### src/rtl/bankwin_pkg.sv
package bankwin_pkg;

  typedef enum logic [1:0] {
    BW_IDLE  = 2'd0,
    BW_INIT  = 2'd1,
    BW_BANK  = 2'd2,
    BW_ISSUE = 2'd3
  } bw_state_e;

  function automatic int bw_max(input int a, input int b);
    return (a > b) ? a : b;
  endfunction

endpackage

### src/rtl/bankwin_split.sv
module bankwin_split #(
  parameter int ADDR_W = 17,
  parameter int WOFF_W = 16,
  parameter int WIN_W  = 13,
  parameter int NBANK  = 16,
  parameter int BA_W   = 18,
  parameter int BANK_W = 4
) (
  input  logic [ADDR_W-1:0] base,
  input  logic [WOFF_W-1:0] woff,
  output logic [BANK_W-1:0] bank,
  output logic [WIN_W-1:0]  off,
  output logic              odd,
  output logic              oor
);
  localparam int BSEL_W = BA_W - WIN_W;

  logic [BA_W-1:0]   byte_addr;
  logic [BSEL_W-1:0] bank_full;

  // word offset scaled to bytes, added with carry room
  assign byte_addr = BA_W'(base) + BA_W'({woff, 1'b0});
  assign bank_full = byte_addr[BA_W-1:WIN_W];
  assign off       = byte_addr[WIN_W-1:0];
  assign odd       = byte_addr[0];
  assign oor       = (32'(bank_full) >= 32'(NBANK));

  generate
    if (BSEL_W >= BANK_W) begin : g_trunc
      assign bank = bank_full[BANK_W-1:0];
    end else begin : g_extend
      assign bank = BANK_W'(bank_full);
    end
  endgenerate

endmodule

### src/rtl/bankwin_cache.sv
module bankwin_cache #(
  parameter int BANK_W = 4
) (
  input  logic              clk,
  input  logic              rst_n,
  input  logic              load,
  input  logic [BANK_W-1:0] load_bank,
  input  logic [BANK_W-1:0] req_bank,
  output logic              hit
);
  logic [BANK_W-1:0] cur_bank;

  always_ff @(posedge clk) begin
    if (!rst_n) begin
      cur_bank <= '0;
    end else if (load) begin
      cur_bank <= load_bank;
    end
  end

  assign hit = (req_bank == cur_bank);

endmodule

### src/rtl/bankwin_ctrl.sv
module bankwin_ctrl
  import bankwin_pkg::*;
#(
  parameter int WIN_W  = 13,
  parameter int DATA_W = 16,
  parameter int BANK_W = 4
) (
  input  logic              clk,
  input  logic              rst_n,
  input  logic              init_i,
  input  logic              req_valid,
  output logic              req_ready,
  input  logic              req_we,
  input  logic [DATA_W-1:0] req_wdata,
  input  logic [BANK_W-1:0] sp_bank,
  input  logic [WIN_W-1:0]  sp_off,
  input  logic              sp_odd,
  input  logic              sp_oor,
  input  logic              hit,
  output logic              cache_load,
  output logic [BANK_W-1:0] cache_bank,
  output logic              mem_valid,
  input  logic              mem_ready,
  output logic [WIN_W-1:0]  mem_off,
  output logic              mem_we,
  output logic [DATA_W-1:0] mem_wdata,
  output logic              odd_flag,
  output logic              oor_flag
);
  bw_state_e         st;
  logic              init_pend;
  logic [BANK_W-1:0] hold_bank;
  logic [WIN_W-1:0]  hold_off;
  logic              hold_we;
  logic [DATA_W-1:0] hold_wdata;
  logic              odd_q;
  logic              oor_q;
  logic              accept;

  assign req_ready = (st == BW_IDLE) && !init_pend && !init_i;
  assign accept    = req_valid && req_ready;

  always_ff @(posedge clk) begin
    if (!rst_n) begin
      st         <= BW_IDLE;
      init_pend  <= 1'b1;
      hold_bank  <= '0;
      hold_off   <= '0;
      hold_we    <= 1'b0;
      hold_wdata <= '0;
      odd_q      <= 1'b0;
      oor_q      <= 1'b0;
    end else begin
      odd_q <= 1'b0;
      oor_q <= 1'b0;
      unique case (st)
        BW_IDLE: begin
          if (init_i || init_pend) begin
            st        <= BW_INIT;
            init_pend <= 1'b0;
          end else if (accept) begin
            if (sp_oor) begin
              oor_q <= 1'b1;
            end else begin
              hold_bank  <= sp_bank;
              hold_off   <= sp_off;
              hold_we    <= req_we;
              hold_wdata <= req_wdata;
              odd_q      <= sp_odd;
              st         <= hit ? BW_ISSUE : BW_BANK;
            end
          end
        end
        BW_INIT: begin
          st <= BW_IDLE;
        end
        BW_BANK: begin
          st <= BW_ISSUE;
          if (init_i) init_pend <= 1'b1;
        end
        BW_ISSUE: begin
          if (mem_ready) st <= BW_IDLE;
          if (init_i) init_pend <= 1'b1;
        end
        default: st <= BW_IDLE;
      endcase
    end
  end

  assign cache_load = (st == BW_INIT) || (st == BW_BANK);
  assign cache_bank = (st == BW_BANK) ? hold_bank : '0;
  assign mem_valid  = (st == BW_ISSUE);
  assign mem_off    = hold_off;
  assign mem_we     = hold_we;
  assign mem_wdata  = hold_wdata;
  assign odd_flag   = odd_q;
  assign oor_flag   = oor_q;

endmodule

### src/rtl/bankwin_xlat.sv
module bankwin_xlat
  import bankwin_pkg::*;
#(
  parameter int ADDR_W = 17,
  parameter int WOFF_W = 16,
  parameter int DATA_W = 16,
  parameter int WIN_W  = 13,
  parameter int NBANK  = 16,
  localparam int BA_W   = bw_max(ADDR_W, WOFF_W + 1) + 1,
  localparam int BANK_W = (NBANK > 1) ? $clog2(NBANK) : 1,
  localparam int BREG_W = BANK_W + 1
) (
  input  logic              clk,
  input  logic              rst_n,
  input  logic              init_i,
  input  logic              req_valid,
  output logic              req_ready,
  input  logic [ADDR_W-1:0] req_base,
  input  logic [WOFF_W-1:0] req_woff,
  input  logic              req_we,
  input  logic [DATA_W-1:0] req_wdata,
  output logic              mem_valid,
  input  logic              mem_ready,
  output logic [WIN_W-1:0]  mem_off,
  output logic              mem_we,
  output logic [DATA_W-1:0] mem_wdata,
  output logic              bank_we,
  output logic [BREG_W-1:0] bank_wdata,
  output logic              odd_flag,
  output logic              oor_flag
);
  logic [BANK_W-1:0] sp_bank;
  logic [WIN_W-1:0]  sp_off;
  logic              sp_odd;
  logic              sp_oor;
  logic              hit;
  logic              cache_load;
  logic [BANK_W-1:0] cache_bank;

  bankwin_split #(
    .ADDR_W(ADDR_W), .WOFF_W(WOFF_W), .WIN_W(WIN_W),
    .NBANK(NBANK), .BA_W(BA_W), .BANK_W(BANK_W)
  ) u_split (
    .base(req_base), .woff(req_woff),
    .bank(sp_bank), .off(sp_off), .odd(sp_odd), .oor(sp_oor)
  );

  bankwin_cache #(.BANK_W(BANK_W)) u_cache (
    .clk(clk), .rst_n(rst_n),
    .load(cache_load), .load_bank(cache_bank),
    .req_bank(sp_bank), .hit(hit)
  );

  bankwin_ctrl #(.WIN_W(WIN_W), .DATA_W(DATA_W), .BANK_W(BANK_W)) u_ctrl (
    .clk(clk), .rst_n(rst_n), .init_i(init_i),
    .req_valid(req_valid), .req_ready(req_ready),
    .req_we(req_we), .req_wdata(req_wdata),
    .sp_bank(sp_bank), .sp_off(sp_off), .sp_odd(sp_odd), .sp_oor(sp_oor),
    .hit(hit), .cache_load(cache_load), .cache_bank(cache_bank),
    .mem_valid(mem_valid), .mem_ready(mem_ready),
    .mem_off(mem_off), .mem_we(mem_we), .mem_wdata(mem_wdata),
    .odd_flag(odd_flag), .oor_flag(oor_flag)
  );

  // the enable bit rides above the bank number on every register write
  assign bank_we    = cache_load;
  assign bank_wdata = {1'b1, cache_bank};

endmodule

### config.mk
export PLATFORM = sky130hd
export DESIGN_NAME = bankwin_xlat
export DESIGN_NICKNAME = d
export VERILOG_FILES = /design/src/rtl/bankwin_pkg.sv /design/src/rtl/bankwin_split.sv /design/src/rtl/bankwin_cache.sv /design/src/rtl/bankwin_ctrl.sv /design/src/rtl/bankwin_xlat.sv
export SDC_FILE = /design/constraint.sdc
export NUM_CORES = 1
export LEC_CHECK = 0
export ABC_AREA = 1
export BUFFER_PORTS_ARGS = -buffer_cell sky130_fd_sc_hd__buf_2
export CAP_MARGIN = 20
export CORE_AREA = 2 2 79 81
export DETAILED_ROUTE_END_ITERATION = 8
export DIE_AREA = 0 0 81 83
export PLACE_DENSITY = 0.75
export SYNTH_ARGS = -nofsm -noshare
export SYNTH_HDL_FRONTEND = slang
export SYNTH_SLANG_ARGS = --single-unit
### constraint.sdc
create_clock -name clk -period 3.1 [get_ports clk]
set_clock_uncertainty 0.15 [all_clocks]
set_input_delay 0.62 -clock clk [delete_from_list [all_inputs] [get_ports clk]]
set_output_delay 0.62 -clock clk [all_outputs]
set_load 0.05 [all_outputs]
After elaboration in Yosys (flattened, before gate mapping)
Cells that the tools add are included.
{ "op_classes": {"bitwise": 5, "n_lt_le_gt_ge": 1, "add_sub_neg": 1, "eq_ne": 9, "n_mux": 11, "reduce_logical": 15} }
{ "ops": {"columns": ["operator", "n"], "rows": [
  ["$add A17 B17 Y18", 1],
  ["$mux W2", 4],
  ["$pmux W2 S4", 1],
  ["$reduce_and A3 Y1", 2],
  ["$ge A5 B5 Y1 const B", 1],
  ["$not A1 Y1", 5],
  ["$reduce_or A5 Y1", 1],
  ["$eq A2 B2 Y1 const B", 2],
  ["$eq A4 B4 Y1", 1],
  ["$mux W1", 4],
  ["$mux W4", 1],
  ["$ne A2 B1 Y1 const B", 2],
  ["$reduce_and A4 Y1", 1],
  ["$reduce_or A4 Y1", 1],
  ["$logic_and A1 B1 Y1", 3],
  ["$ne A3 B2 Y1 const B", 1],
  ["$ne A3 B3 Y1 const B", 1],
  ["$eq A2 B1 Y1 const B", 1],
  ["$logic_not A1 Y1", 2],
  ["$logic_not A2 Y1", 1],
  ["$logic_or A1 B1 Y1", 2],
  ["$ne A2 B2 Y1 const B", 1],
  ["$pmux W1 S2", 1],
  ["$reduce_bool A2 Y1", 1],
  ["$reduce_or A2 Y1", 1]
]} }
{ "word_totals": {"ff_bits": 43, "output_inout_bits": 40, "input_bits": 55, "word_cells": 51} }

Logic depth before layout (Yosys ltp)
Gate-level depths: netlist of run 1.
{ "depth": {"depth_word": 7, "mapped_depth": 16, "mapped_depth_nobuf": 16} }

By module
From an unflattened synthesis of run 1, not the netlist that was laid out.
{ "hier_totals": {"hier_cells": 422, "hier_area_um2": 2802.7} }
{ "modules_own_cells": {"columns": ["module", "cells_each", "seq_area_each_um2", "area_each_um2", "instances"], "rows": [
  ["bankwin_ctrl", 199, 780.7, 1571.5, 1],
  ["bankwin_split", 191, 0.0, 1024.7, 1],
  ["bankwin_cache", 30, 80.1, 195.2, 1],
  ["bankwin_xlat", 2, 0.0, 11.3, 1]
]} }

Worst setup path before layout of run 1
No wires, ideal clock.
{ "synth_path": {"path_kind": "in2reg", "start": "input port req_base[1]", "end": "register u_ctrl.hold_off[3] (netlist: u_ctrl.mem_off[3])", "setup_slack_ns": 0.666, "stages": 13, "required_ns": 2.884, "arrival_time_ns": 2.218, "path_cell_list": "ha_1 -> fa_1 -> nand2_1 -> a21oi_2 -> nand2_1 -> nand3_1 -> nand3_1 -> nand2_2 -> nor2_4 -> buf_6 -> buf_12 -> nand3_2 -> a21oi_2"} }
{ "synth_via": {"elab_chain_len": 4} }
{ "synth_lines": {"columns": ["item", "line", "source"], "rows": [
  ["start, declared", "bankwin_xlat.sv:18", "input logic [ADDR_W-1:0] req_base,"],
  ["$add A17 B17 Y18 (*)", "bankwin_split.sv:22", "assign byte_addr = BA_W'(base) + BA_W'({woff, 1'b0});"],
  ["$ge A5 B5 Y1", "bankwin_split.sv:26", "assign oor = (32'(bank_full) >= 32'(NBANK));"],
  ["$not A1 Y1 (no line)", null, null],
  ["$reduce_and A4 Y1 (no line)", null, null],
  ["end signal, assigned", "bankwin_ctrl.sv:66", "hold_off <= sp_off;"],
  ["end, declared", "bankwin_ctrl.sv:33", "logic [WIN_W-1:0] hold_off;"]
]} }
Every way passes the cells marked *; elsewhere a longest branch is shown, timed or not.
A chain may end at the register's enable or synchronous reset.

Worst setup path after layout of run 1
{ "layout_path": {"start": "input port req_base[1]", "end": "register u_ctrl.st[0]"} }
{ "layout_via": {"elab_chain_len": 7} }
{ "layout_lines": {"columns": ["item", "line", "source"], "rows": [
  ["$add A17 B17 Y18 (*)", "bankwin_split.sv:22", null],
  ["$eq A4 B4 Y1", "bankwin_cache.sv:21", "assign hit = (req_bank == cur_bank);"],
  ["$mux W1", "bankwin_ctrl.sv:70", "st <= hit ? BW_ISSUE : BW_BANK;"],
  ["$mux W2", "bankwin_ctrl.sv:62", "if (sp_oor) begin"],
  ["$mux W2", "bankwin_ctrl.sv:61", "end else if (accept) begin"],
  ["$mux W2", "bankwin_ctrl.sv:58", "if (init_i || init_pend) begin"],
  ["$pmux W2 S4", "bankwin_ctrl.sv:56", "unique case (st)"],
  ["end signal, assigned", "bankwin_ctrl.sv:70", null],
  ["end, declared", "bankwin_ctrl.sv:30", "bw_state_e st;"]
]} }
Every way passes the cells marked *; elsewhere a longest branch is shown, timed or not. The select of a mux whose other input is x is not followed.

==> qor.yml, run 1 <==
clocking:
  holdBufCountCts: 0
  clkSinkCount: 43
  clkTransAtPathRegs_ps: 90
  clk_latency_ps: 290
  cts_buffers: 5
  post-cts-setup-buffers: 0
  root_buffer: "clkbuf_8"
  cts_tree: "built"
  postCtsResizedCells: 0
  h-tree-depth: 2
  clockBufferDepth: 2
logic_synthesis:
  netlist_area_mm2: 0.00270
  syn_inst: 394
  synth_edf_count: 0
  syn_nets: 471
  synthArstFlopShare_pct: 0
  yosysSeqAreaShare_pct: 31.9
  ys_types: 35
  post_synth.cell_area_avg_um2: 6.85
  ys_ff_latch: 43
  synth-main-ff-cell: "dfxtp_1"
  ys_warn_count: 0
setup_path:
  cp.arrival_ps: 2570
  required_ps: 3180
  crit_type: "in -> reg"
  ff2ff_setup_slack_ps: 1260
  crit_path_end_kind: "flip-flop"
  path_max_fanout: 22
  ff2ff_path_depth: 10
  critPathLaunchType: "primary input"
  r2r_start: "u_ctrl.st[0]"
  r2r-end: "u_ctrl.st[1]"
timing:
  final-max-slew-violation-count: 0
  rsz0062_at_grt: "false"
  finalCritPeriodShare_pct: 80.2
  tightest_slew_ps: 651
  setup_viol: 0
  relSlewSlack_pct: 56.6
  fin_setup_tns_ps: 0
  min_period_ps: 2490
  finalHoldViolCount: 0
  fmax_mhz: 402
grt:
  groute.usage.overall_pct: 18.2
  grt_pass1_vias: 2363
  grt_overflow: 0
  grt_pass1_wl_um: 10100
  antenna_found_initial: 0
  grt_max_degree: 42
place:
  port_buffers: 93
  hpwlAfterDp_um: 4970
  place_congestion: 0.864
cells_and_area:
  area_growth_pct: 21.1
  antenna_cells: 0
  nNetsFinal: 561
  drive_above_1_share_pct: 25.8
  finish.utilization_pct: 56.2
  n_fill_cell: 591
floorplan:
  pin_count: 95
  fp-row-count: 28
  fp.dieW_um: 81
  die_y_um: 83
  core_mm2: 0.00582
  die-area_mm2: 0.00672
  initial_core_util_pct: 46.4
power:
  ir_drop_uv: 507
  leakage_nw: 1.81
  powerDensity_mw_per_mm2: 540
routing:
  drc: 0
  vias: 2706
  viasPerCell: 4.83
  dr.first_iter.drc_count: 108
  drt_first_pass_iters: 4
  routed_wl_um: 6300
  drtAntennaViolNets: 0
  routedWlPerCell_um: 11.2
min_path:
  min_to: "u_ctrl.mem_off[0]"
  min_path_type: "reg -> reg"
  min_from: "u_ctrl.mem_off[0]"
  hold_depth: 2
flow_run:
  drv_cap: 0
status:
  status: "finished, final reports clean"
[worst max-delay path, stage by stage]
cell and delay (ps):
buf_2 110, ha_1 210, fa_1 380, nand2_1 140, a21oi_2 90, nand2_1 60
nand3_1 100, nand3_1 100, nand2_2 70, nor2_4 110, inv_2 170, a21oi_4 200
o21ai_1 70, a21oi_1 140
[cell type report]
type                    instances  area (µm²)  area share (%)
repair buffers                 95         480            14.7
inverters                      54         203            6.20
clock buffers                   5        68.8            2.10
multi-input cells             285        1540            47.0
flip-flops and latches         43         861            26.3
clock inverters                 3        25.0           0.765
well taps                      75        93.8            2.87
[cell usage after synthesis (2+ instances only)]
| cell | instances | area [µm²] |
|---|---|---|
| a21oi_1 | 23 | 115 |
| a21oi_2 | 3 | 26.3 |
| a21oi_4 | 2 | 32.5 |
| a31oi_1 | 7 | 43.8 |
| buf_4 | 2 | 15.0 |
| buf_6 | 2 | 22.5 |
| clkbuf_1 | 2 | 7.51 |
| clkbuf_2 | 2 | 10.0 |
| dfxtp_1 | 43 | 861 |
| ha_1 | 21 | 263 |
| inv_1 | 51 | 191 |
| inv_2 | 3 | 11.3 |
| nand2_1 | 81 | 304 |
| nand2_2 | 7 | 43.8 |
| nand3_1 | 21 | 105 |
| nand4_1 | 2 | 12.5 |
| nor2_1 | 57 | 214 |
| nor2_2 | 3 | 18.8 |
| o21ai_0 | 21 | 105 |
| o21ai_1 | 18 | 90.1 |
| or2_2 | 2 | 12.5 |
| xnor2_1 | 6 | 52.6 |
| xor2_1 | 3 | 26.3 |
[where the power goes]
part / total [mW] / switching, mW / internal, mW
clock network: 0.367 / 0.206 / 0.161
registers: 0.667 / 0.0436 / 0.624
logic: 0.730 / 0.496 / 0.235
total: 1.76 / 0.745 / 1.02
[layout by cell type (no fill, tap or decap), drive strengths merged]
| cell | n |
|---|---|
| nand3 | 22 |
| clkbuf | 5 |
| buf | 95 |
| o32ai | 1 |
| nor2 | 61 |
| clkinvlp | 1 |
| conb | 1 |
| fa | 1 |
| o21ai | 39 |
| inv | 54 |
| ha | 21 |
| dfxtp | 43 |
| nand4 | 2 |
| xor2 | 3 |
| a31oi | 7 |
| xnor2 | 6 |
| clkinv | 2 |
| nand2 | 88 |
| and3 | 1 |
| and2 | 1 |
| a21oi | 28 |
| or2 | 3 |
[routing by layer]
layer | wire length, µm | global-route usage (%) | up-vias
met2 | 3070 | 31.7 | 67
li1 | - | - | 1436
met5 | 0 | 0 | -
met4 | 61 | 4.16 | 0
met1 | 2830 | 22.8 | 1197
met3 | 337 | 3.80 | 6
[metrics by stage]
stage / cells / setup slack (ps) / instance area [µm²] / power [mW] / hold WS (ps)
6_report: 560 / 613 / 3270 / 1.76 / 325
5_1_grt: 560 / 423 / 3270 / 1.88 / 350
2_1_floorplan: 394 / 666 / 2700 / 1.26 / 298
3_3_place_gp: 552 / 368 / 3180 / 1.40 / 306
4_1_cts: 560 / 612 / 3270 / 1.78 / 325
3_5_place_dp: 552 / 289 / 3180 / 1.41 / 311
[registers in the layout (all words and copies together), names as in the netlist]
signal and count:
u_ctrl.odd_flag 1, u_ctrl.mem_off 13, u_ctrl.oor_flag 1, u_ctrl.mem_we 1
u_ctrl.st 2, u_ctrl.init_pend 1, u_ctrl.mem_wdata 16, u_ctrl.hold_bank 4
u_cache.cur_bank 4
[logic make-up (layout without fill, tap and decap cells)]
family	count (synthesis)	count (layout)	synth area share, %
AO/OA/AOI/OAI	75	75	15.6
AND/OR/NAND/NOR	178	178	27.8
flip-flops	43	43	31.9
buffers and inverters	66	157	11.2
other	1	1	0.139
adder cells (fa/ha/maj)	22	22	10.5
XOR/XNOR	9	9	2.92
[worst max path at each step]
stage	startpoint	end	slack, ps
3_3_place_gp	req_base[1]	u_ctrl.st[0]	370
6_report	req_base[1]	u_ctrl.st[0]	610
3_5_place_dp	req_base[1]	u_ctrl.st[1]	290
2_1_floorplan	req_base[1]	u_ctrl.mem_off[3]	670
4_1_cts	req_base[1]	u_ctrl.st[1]	610
5_1_grt	req_base[1]	u_ctrl.st[0]	420
Power figures use the tool's default switching activity.
==> inputs of run 2 (changes only) <==
==> constraint.sdc (replaced) <==
create_clock -name clk -period 2.3 [get_ports clk]
set_clock_uncertainty 0.15 [all_clocks]
set_input_delay 0.46 -clock clk [delete_from_list [all_inputs] [get_ports clk]]
set_output_delay 0.46 -clock clk [all_outputs]
set_load 0.05 [all_outputs]
==> run 2 against run 1 <==
Compared with the run above: global-route usage up 1.1 points; die area unchanged; wire length up 3.7%; clock power up 38%; worst hold slack worse by 94 ps; count of clock-buffer cells in the layout unchanged; critical endpoint is now bank_we; non-clock buffer count up 30; combinational power up 48%.
==> qor.yml, run 2 (synthesis gave the netlist of run 1 again) <==
routing:
  vias: 2780  # was 2706
  routed_wl_um: 6530  # was 6300 µm
  viasPerCell: 4.71  # was 4.83
  routedWlPerCell_um: 11.1  # was 11.2 µm
  dr.first_iter.drc_count: 79  # was 108
  drtAntennaViolNets: 0  # unchanged
  drc: 0  # unchanged
  drt_first_pass_iters: 4  # unchanged
setup_path:
  crit_family: "adder cells"  # unchanged
  crit_chain: "inv_1 -> ha_1 -> buf_2"  # was buf_2 -> ha_1 -> fa_1 -> nand2_1 -> a21oi_2 -> nand2_1 -> nand3_1 -> nand3_1 -> nand2_2 -> nor2_4 -> inv_2 -> a21oi_4 -> o21ai_1 -> a21oi_1
  slowest_delay_ps: 430  # was 380 ps
  slowest_stage: "ha_1"  # was fa_1
  worst-path-buf-inv: 2  # unchanged
  cp.arrival_ps: 1570  # was 2570 ps
  crit_type: "reg -> out"  # was in -> reg
  path_max_fanout: 9  # was 22
  crit_path_end_kind: "primary output"  # was flip-flop
  path_depth: 3  # was 14
  ff2ff_path_depth: 10  # unchanged
  required_ps: 1690  # was 3180 ps
  critPathLaunchType: "flip-flop"  # was primary input
power:
  leakage_nw: 1.96  # was 1.81 nW
  clock_power_share_pct: 20.3  # was 20.8%
  power_mw: 2.49  # was 1.76 mW
  powerDensity_mw_per_mm2: 702  # was 540 mW/mm²
  internal_power_mw: 1.45  # was 1.02 mW
  p_switching_mw: 1.04  # was 0.745 mW
  ir_drop_uv: 575  # was 507 µV
  p_sw_share_pct: 41.8  # was 42.2%
  p_comb_share_pct: 43.5  # was 41.4%
  seqPwrFrac_pct: 36.2  # was 37.8%
grt:
  grt_pass1_wl_um: 10700  # was 10100 µm
  antenna_found_initial: 0  # unchanged
  grt_max_degree: 42  # unchanged
  groute.usage.overall_pct: 19.3  # was 18.2%
  grt_overflow: 0  # unchanged
  grt_pass1_vias: 2589  # was 2363
cells_and_area:
  area_growth_pct: 31.3  # was 21.1%
  fin_area_mm2: 0.00354  # was 0.00327 mm²
  final_cells: 590  # was 560
  drive_above_1_share_pct: 31.7  # was 25.8%
  n_fill_cell: 571  # was 591
  regArea_um2: 861  # unchanged
  antenna_cells: 0  # unchanged
  nNetsFinal: 591  # was 561
  finish.utilization_pct: 61.0  # was 56.2%
  final_cell_mix: "93 x buf_2, 80 x nand2_1, 56 x nor2_1"  # was 93 x buf_2, 81 x nand2_1, 57 x nor2_1
  multi_input_area_mm2: 0.00156  # was 0.00154 mm²
  final_common_cell: "buf_2"  # unchanged
  largest_register_ffs: 16  # unchanged
timing:
  finalCritPeriodShare_pct: 95.0
  whs_ps: 230  # was 325 ps
  fin_setup_tns_ps: 0  # unchanged
  finalHoldViolCount: 0  # unchanged
  fmax_mhz: 458
  final-max-slew-violation-count: 0  # unchanged
  relSlewSlack_pct: 55.0  # was 56.6%
  setup_viol: 0  # unchanged
  fin_ws_ps: 116  # was 613 ps
  tightest_slew_ps: 676  # was 651 ps
  rsz0062_at_grt: "true"  # was false
  min_period_ps: 2180
flow_run:
  drv_cap: 0  # unchanged
floorplan:
  die-area_mm2: 0.00672  # unchanged
  fp.dieW_um: 81  # unchanged
  pin_count: 95  # unchanged
  die_y_um: 83  # unchanged
  core_mm2: 0.00582  # unchanged
  fp-row-count: 28  # unchanged
  initial_core_util_pct: 46.4  # unchanged
clocking:
  clk_latency_ps: 300  # was 290 ps
  clkTransAtPathRegs_ps: 90  # about the same
  cts_buffers: 5  # unchanged
  root_buffer: "clkbuf_8"  # unchanged
  h-tree-depth: 2  # unchanged
  clkSinkCount: 43  # unchanged
  cts_tree: "built"  # unchanged
  clockBufferDepth: 2  # unchanged
place:
  pre_cts_slack_ps: -218  # was 289 ps
  place_area_mm2: 0.00342  # was 0.00318 mm²
  hpwlAfterDp_um: 5160  # was 4970 µm
  port_buffers: 93  # unchanged
  place_congestion: 0.867  # was 0.864
  dp_cells: 581  # was 552
min_path:
  min_path_type: "in -> reg"  # was reg -> reg
  hold_depth: 3  # was 2
status:
  status: "finished, final reports clean"  # unchanged
## run 2: changes by cell type in the layout (fill, tap and decap cells not counted), moves of 2 or more
cell      delta
ha_1         -2
nand3_1      -2
buf_12       +2
buf_4       +28
nand3_2      +2
ha_2         +2
clkinv_4     -2
## run 2: power by group through the flow
stage / Sequential, mW / Combinational [mW] / Clock (mW)
2_1_floorplan: 1.07 / 0.623 / 0
3_3_place_gp: 0.913 / 1.05 / 0
3_5_place_dp: 0.915 / 1.08 / 0
4_1_cts: 0.899 / 1.08 / 0.516
5_1_grt: 0.913 / 1.20 / 0.550
6_report: 0.901 / 1.08 / 0.506
## run 2: worst paths after layout
| kind | end | from | slack, ps |
|---|---|---|---|
| worst max-delay path | bank_we | u_ctrl.st[1] | 120 |
| worst min-delay path | u_ctrl.mem_wdata[4] | req_wdata[4] | 230 |
| worst max register to register | u_ctrl.st[0] | u_ctrl.st[1] | 570 |
| worst min register to register | u_ctrl.mem_off[0] | u_ctrl.mem_off[0] | 330 |
## run 2: area by class of cell
class | instances | share of cell area, %
Multi-Input combinational cell | 285 | 44.1
Timing Repair Buffer | 125 | 20.6
Clock buffer | 5 | 1.94
Inverter | 54 | 5.72
Clock inverter | 3 | 0.671
Tap cell | 75 | 2.65
Sequential cell | 43 | 24.3
## run 2: worst min-delay path: stages
cell and delay [ps]:
buf_2 70, nor2_1 30, nor2_1 80
## run 2: repair_timing
| item | in CTS | in global routing |
|---|---|---|
| gates resized for setup | 0 | 8 |
| buffers inserted | 0 | 1 |
| endpoints found under the hold margin | 0 | 0 |
| hold buffers | 0 | 0 |
| endpoints found under the setup margin | 0 | 36 |
## run 2: layer usage
layer	global-route usage [%]	vias to the layer above	routed length (µm)
met5	0	-	0
met4	4.62	0	16
met3	4.46	2	347
met2	35.8	68	3260
met1	21.8	1211	2910
li1	-	1499	-
==> inputs of run 3 (changes only) <==
--- a/config.mk
+++ b/config.mk
@@ -11,7 +11,7 @@
 export CORE_AREA = 2 2 79 81
 export DETAILED_ROUTE_END_ITERATION = 8
 export DIE_AREA = 0 0 81 83
-export PLACE_DENSITY = 0.75
+export PLACE_DENSITY = 0.86
 export SYNTH_ARGS = -nofsm -noshare
 export SYNTH_HDL_FRONTEND = slang
 export SYNTH_SLANG_ARGS = --single-unit
==> run 3 against run 2 <==
Compared with the run above: critical endpoint is now u_ctrl.mem_off[12]; sequential share of layout area decreased by 1.4 points; largest power group unchanged; sequential power increased by 0.4%; utilization increased by 3.6 points; wire length increased by 22%; clock power about the same.
==> qor.yml, run 3 (synthesis gave the netlist of run 1 again) <==
status:
  status: "finished, final reports clean"  # unchanged
clocking:
  clkSinkCount: 43  # unchanged
  root_buffer: "clkbuf_8"  # unchanged
  cts_buffers: 5  # unchanged
  cts_tree: "built"  # unchanged
  clk_latency_ps: 300  # about the same
  clkTransAtPathRegs_ps: 90  # about the same
  h-tree-depth: 2  # unchanged
  clockBufferDepth: 2  # unchanged
timing:
  finalCritPeriodShare_pct: 98.3  # was 95.0%
  fmax_mhz: 442  # was 458 MHz
  whs_ps: 230  # about the same
  finalHoldViolCount: 0  # unchanged
  setup_viol: 0  # unchanged
  relSlewSlack_pct: 56.3  # was 55.0%
  min_period_ps: 2260  # was 2180 ps
  tightest_slew_ps: 656  # was 676 ps
  final-max-slew-violation-count: 0  # unchanged
  fin_ws_ps: 40.0  # was 116 ps
routing:
  drc: 0  # unchanged
  vias: 3062  # was 2780
  routedWlPerCell_um: 13.2  # was 11.1 µm
  viasPerCell: 5.09  # was 4.71
  dr.first_iter.drc_count: 206  # was 79
  drtAntennaViolNets: 0  # unchanged
  drt_first_pass_iters: 4  # unchanged
  routed_wl_um: 7960  # was 6530 µm
power:
  ir_drop_uv: 428  # was 575 µV
  powerDensity_mw_per_mm2: 691  # was 702 mW/mm²
  seqPwrFrac_pct: 34.9  # was 36.2%
  leakage_nw: 2.05  # was 1.96 nW
  p_comb_share_pct: 45.7  # was 43.5%
  p_sw_share_pct: 42.1  # was 41.8%
  p_switching_mw: 1.09  # was 1.04 mW
  clock_power_share_pct: 19.4  # was 20.3%
  internal_power_mw: 1.50  # was 1.45 mW
cells_and_area:
  fin_area_mm2: 0.00376  # was 0.00354 mm²
  drive_above_1_share_pct: 33.8  # was 31.7%
  final_cell_mix: "92 x buf_2, 79 x nand2_1, 56 x nor2_1"  # was 93 x buf_2, 80 x nand2_1, 56 x nor2_1
  n_fill_cell: 467  # was 571
  largest_register_ffs: 16  # unchanged
  nNetsFinal: 603  # was 591
  final_common_cell: "buf_2"  # unchanged
  area_growth_pct: 39.1  # was 31.3%
  antenna_cells: 0  # unchanged
setup_path:
  r2r_start: "u_ctrl.st[0]"  # was u_ctrl.st[1]
  slowest_stage: "fa_2"  # was ha_1
  path_max_fanout: 8  # was 9
  crit_path_end_kind: "flip-flop"  # was primary output
  ff2ff_setup_slack_ps: 460  # was 570 ps
  r2r-end: "u_ctrl.mem_off[12]"  # was u_ctrl.st[0]
  worst-path-buf-inv: 3  # was 2
  crit_type: "in -> reg"  # was reg -> out
  ff2ff_path_depth: 10  # unchanged
  crit_chain: "buf_2 -> ha_4 -> fa_2 -> nand2_4 -> a21oi_4 -> nand2_2 -> nand3_2 -> nand3_2 -> nand2_2 -> nor2_4 -> buf_12 -> buf_12 -> o21ai_0 -> a21oi_1"  # was inv_1 -> ha_1 -> buf_2
  required_ps: 2370  # was 1690 ps
  crit_family: "simple AND/OR/NAND/NOR gates"  # was adder cells
  slowest_delay_ps: 390  # was 430 ps
  cp.arrival_ps: 2330  # was 1570 ps
  critPathLaunchType: "primary input"  # was flip-flop
grt:
  antenna_found_initial: 0  # unchanged
  grt_pass1_wl_um: 11900  # was 10700 µm
  grt_max_degree: 42  # unchanged
  grt_pass1_vias: 2881  # was 2589
  groute.usage.overall_pct: 21.5  # was 19.3%
  grt_overflow: 0  # unchanged
min_path:
  hold_depth: 3  # unchanged
  min_to: "u_ctrl.mem_wdata[8]"  # was u_ctrl.mem_wdata[4]
  min_from: "req_wdata[8]"  # was req_wdata[4]
  min_path_type: "in -> reg"  # unchanged
place:
  port_buffers: 93  # unchanged
  place_congestion: 0.875  # was 0.867
  place_area_mm2: 0.00345  # was 0.00342 mm²
  pre_cts_slack_ps: -266  # was -218 ps
  hpwlAfterDp_um: 5720  # was 5160 µm
floorplan:
  fp.dieW_um: 81  # unchanged
  fp-row-count: 28  # unchanged
  die-area_mm2: 0.00672  # unchanged
  core_mm2: 0.00582  # unchanged
  die_y_um: 83  # unchanged
  pin_count: 95  # unchanged
  initial_core_util_pct: 46.4  # unchanged
flow_run:
  drv_cap: 0  # unchanged
-- run 3: worst reg2reg max path: stages (launching register included) --
cell	delay, ps
dfxtp_1	420
inv_1	110
ha_1	210
nand2_1	90
nor2_1	50
inv_1	100
nor2_4	70
buf_12	130
buf_4	140
clkbuf_16	150
a21oi_1	150
-- run 3: power groups by stage --
stage	logic (mW)	clock network (mW)	registers (mW)
3_5_place_dp	1.10	0	0.916
2_1_floorplan	0.623	0	1.07
5_1_grt	1.30	0.535	0.913
6_report	1.18	0.504	0.905
4_1_cts	1.11	0.500	0.901
3_3_place_gp	1.06	0	0.913
-- run 3: layer usage --
metal  part of all wire [%]  track usage (%)  wire length (µm)  up-vias
met5                      0                0                 0        -
met4                    2.2             7.55               172        0
met3                    5.9             4.57               468       24
met2                     51             39.8              4100      109
met1                     40             23.5              3220     1401
li1                       -                -                 -     1528
-- run 3: through the flow --
stage	cells	setup TNS (ps)	power, mW	utilization (%)
6_report	602	0	2.59	64.6
5_1_grt	602	-304	2.75	64.6
4_1_cts	595	0	2.51	60.9
3_5_place_dp	587	-7350	2.02	59.3
3_3_place_gp	587	-4970	1.97	59.3
2_1_floorplan	394	0	1.69	-
-- run 3: area by class of cell --
class / instances / area (µm²) / area share [%]
Sequential cell: 43 / 861 / 22.9
Clock inverter: 3 / 23.8 / 0.633
Clock buffer: 5 / 68.8 / 1.83
Inverter: 54 / 208 / 5.53
Multi-Input combinational cell: 285 / 1610 / 43.0
Timing Repair Buffer: 137 / 887 / 23.6
Tap cell: 75 / 93.8 / 2.50
-- run 3: worst max path at each step --
stage	from	endpoint	slack [ps]	depth (start not counted)
final	req_base[1]	u_ctrl.mem_off[12]	40	14
after global routing	req_base[1]	u_ctrl.st[1]	-80	14
after CTS	req_base[1]	u_ctrl.mem_off[8]	40	13
after detailed placement	req_base[1]	u_ctrl.mem_off[8]	-270	13
after global placement	req_base[1]	u_ctrl.mem_off[6]	-170	13
after floorplan	req_base[1]	u_ctrl.mem_off[3]	30	13
-- run 3: timing repair --
item | 4_1_cts | 5_1_grt
endpoints found under the setup margin | 0 | 34
setup buffers | 0 | 5
hold endpoints to repair | 0 | 0
hold buffers | 0 | 0
gates resized for setup | 0 | 24
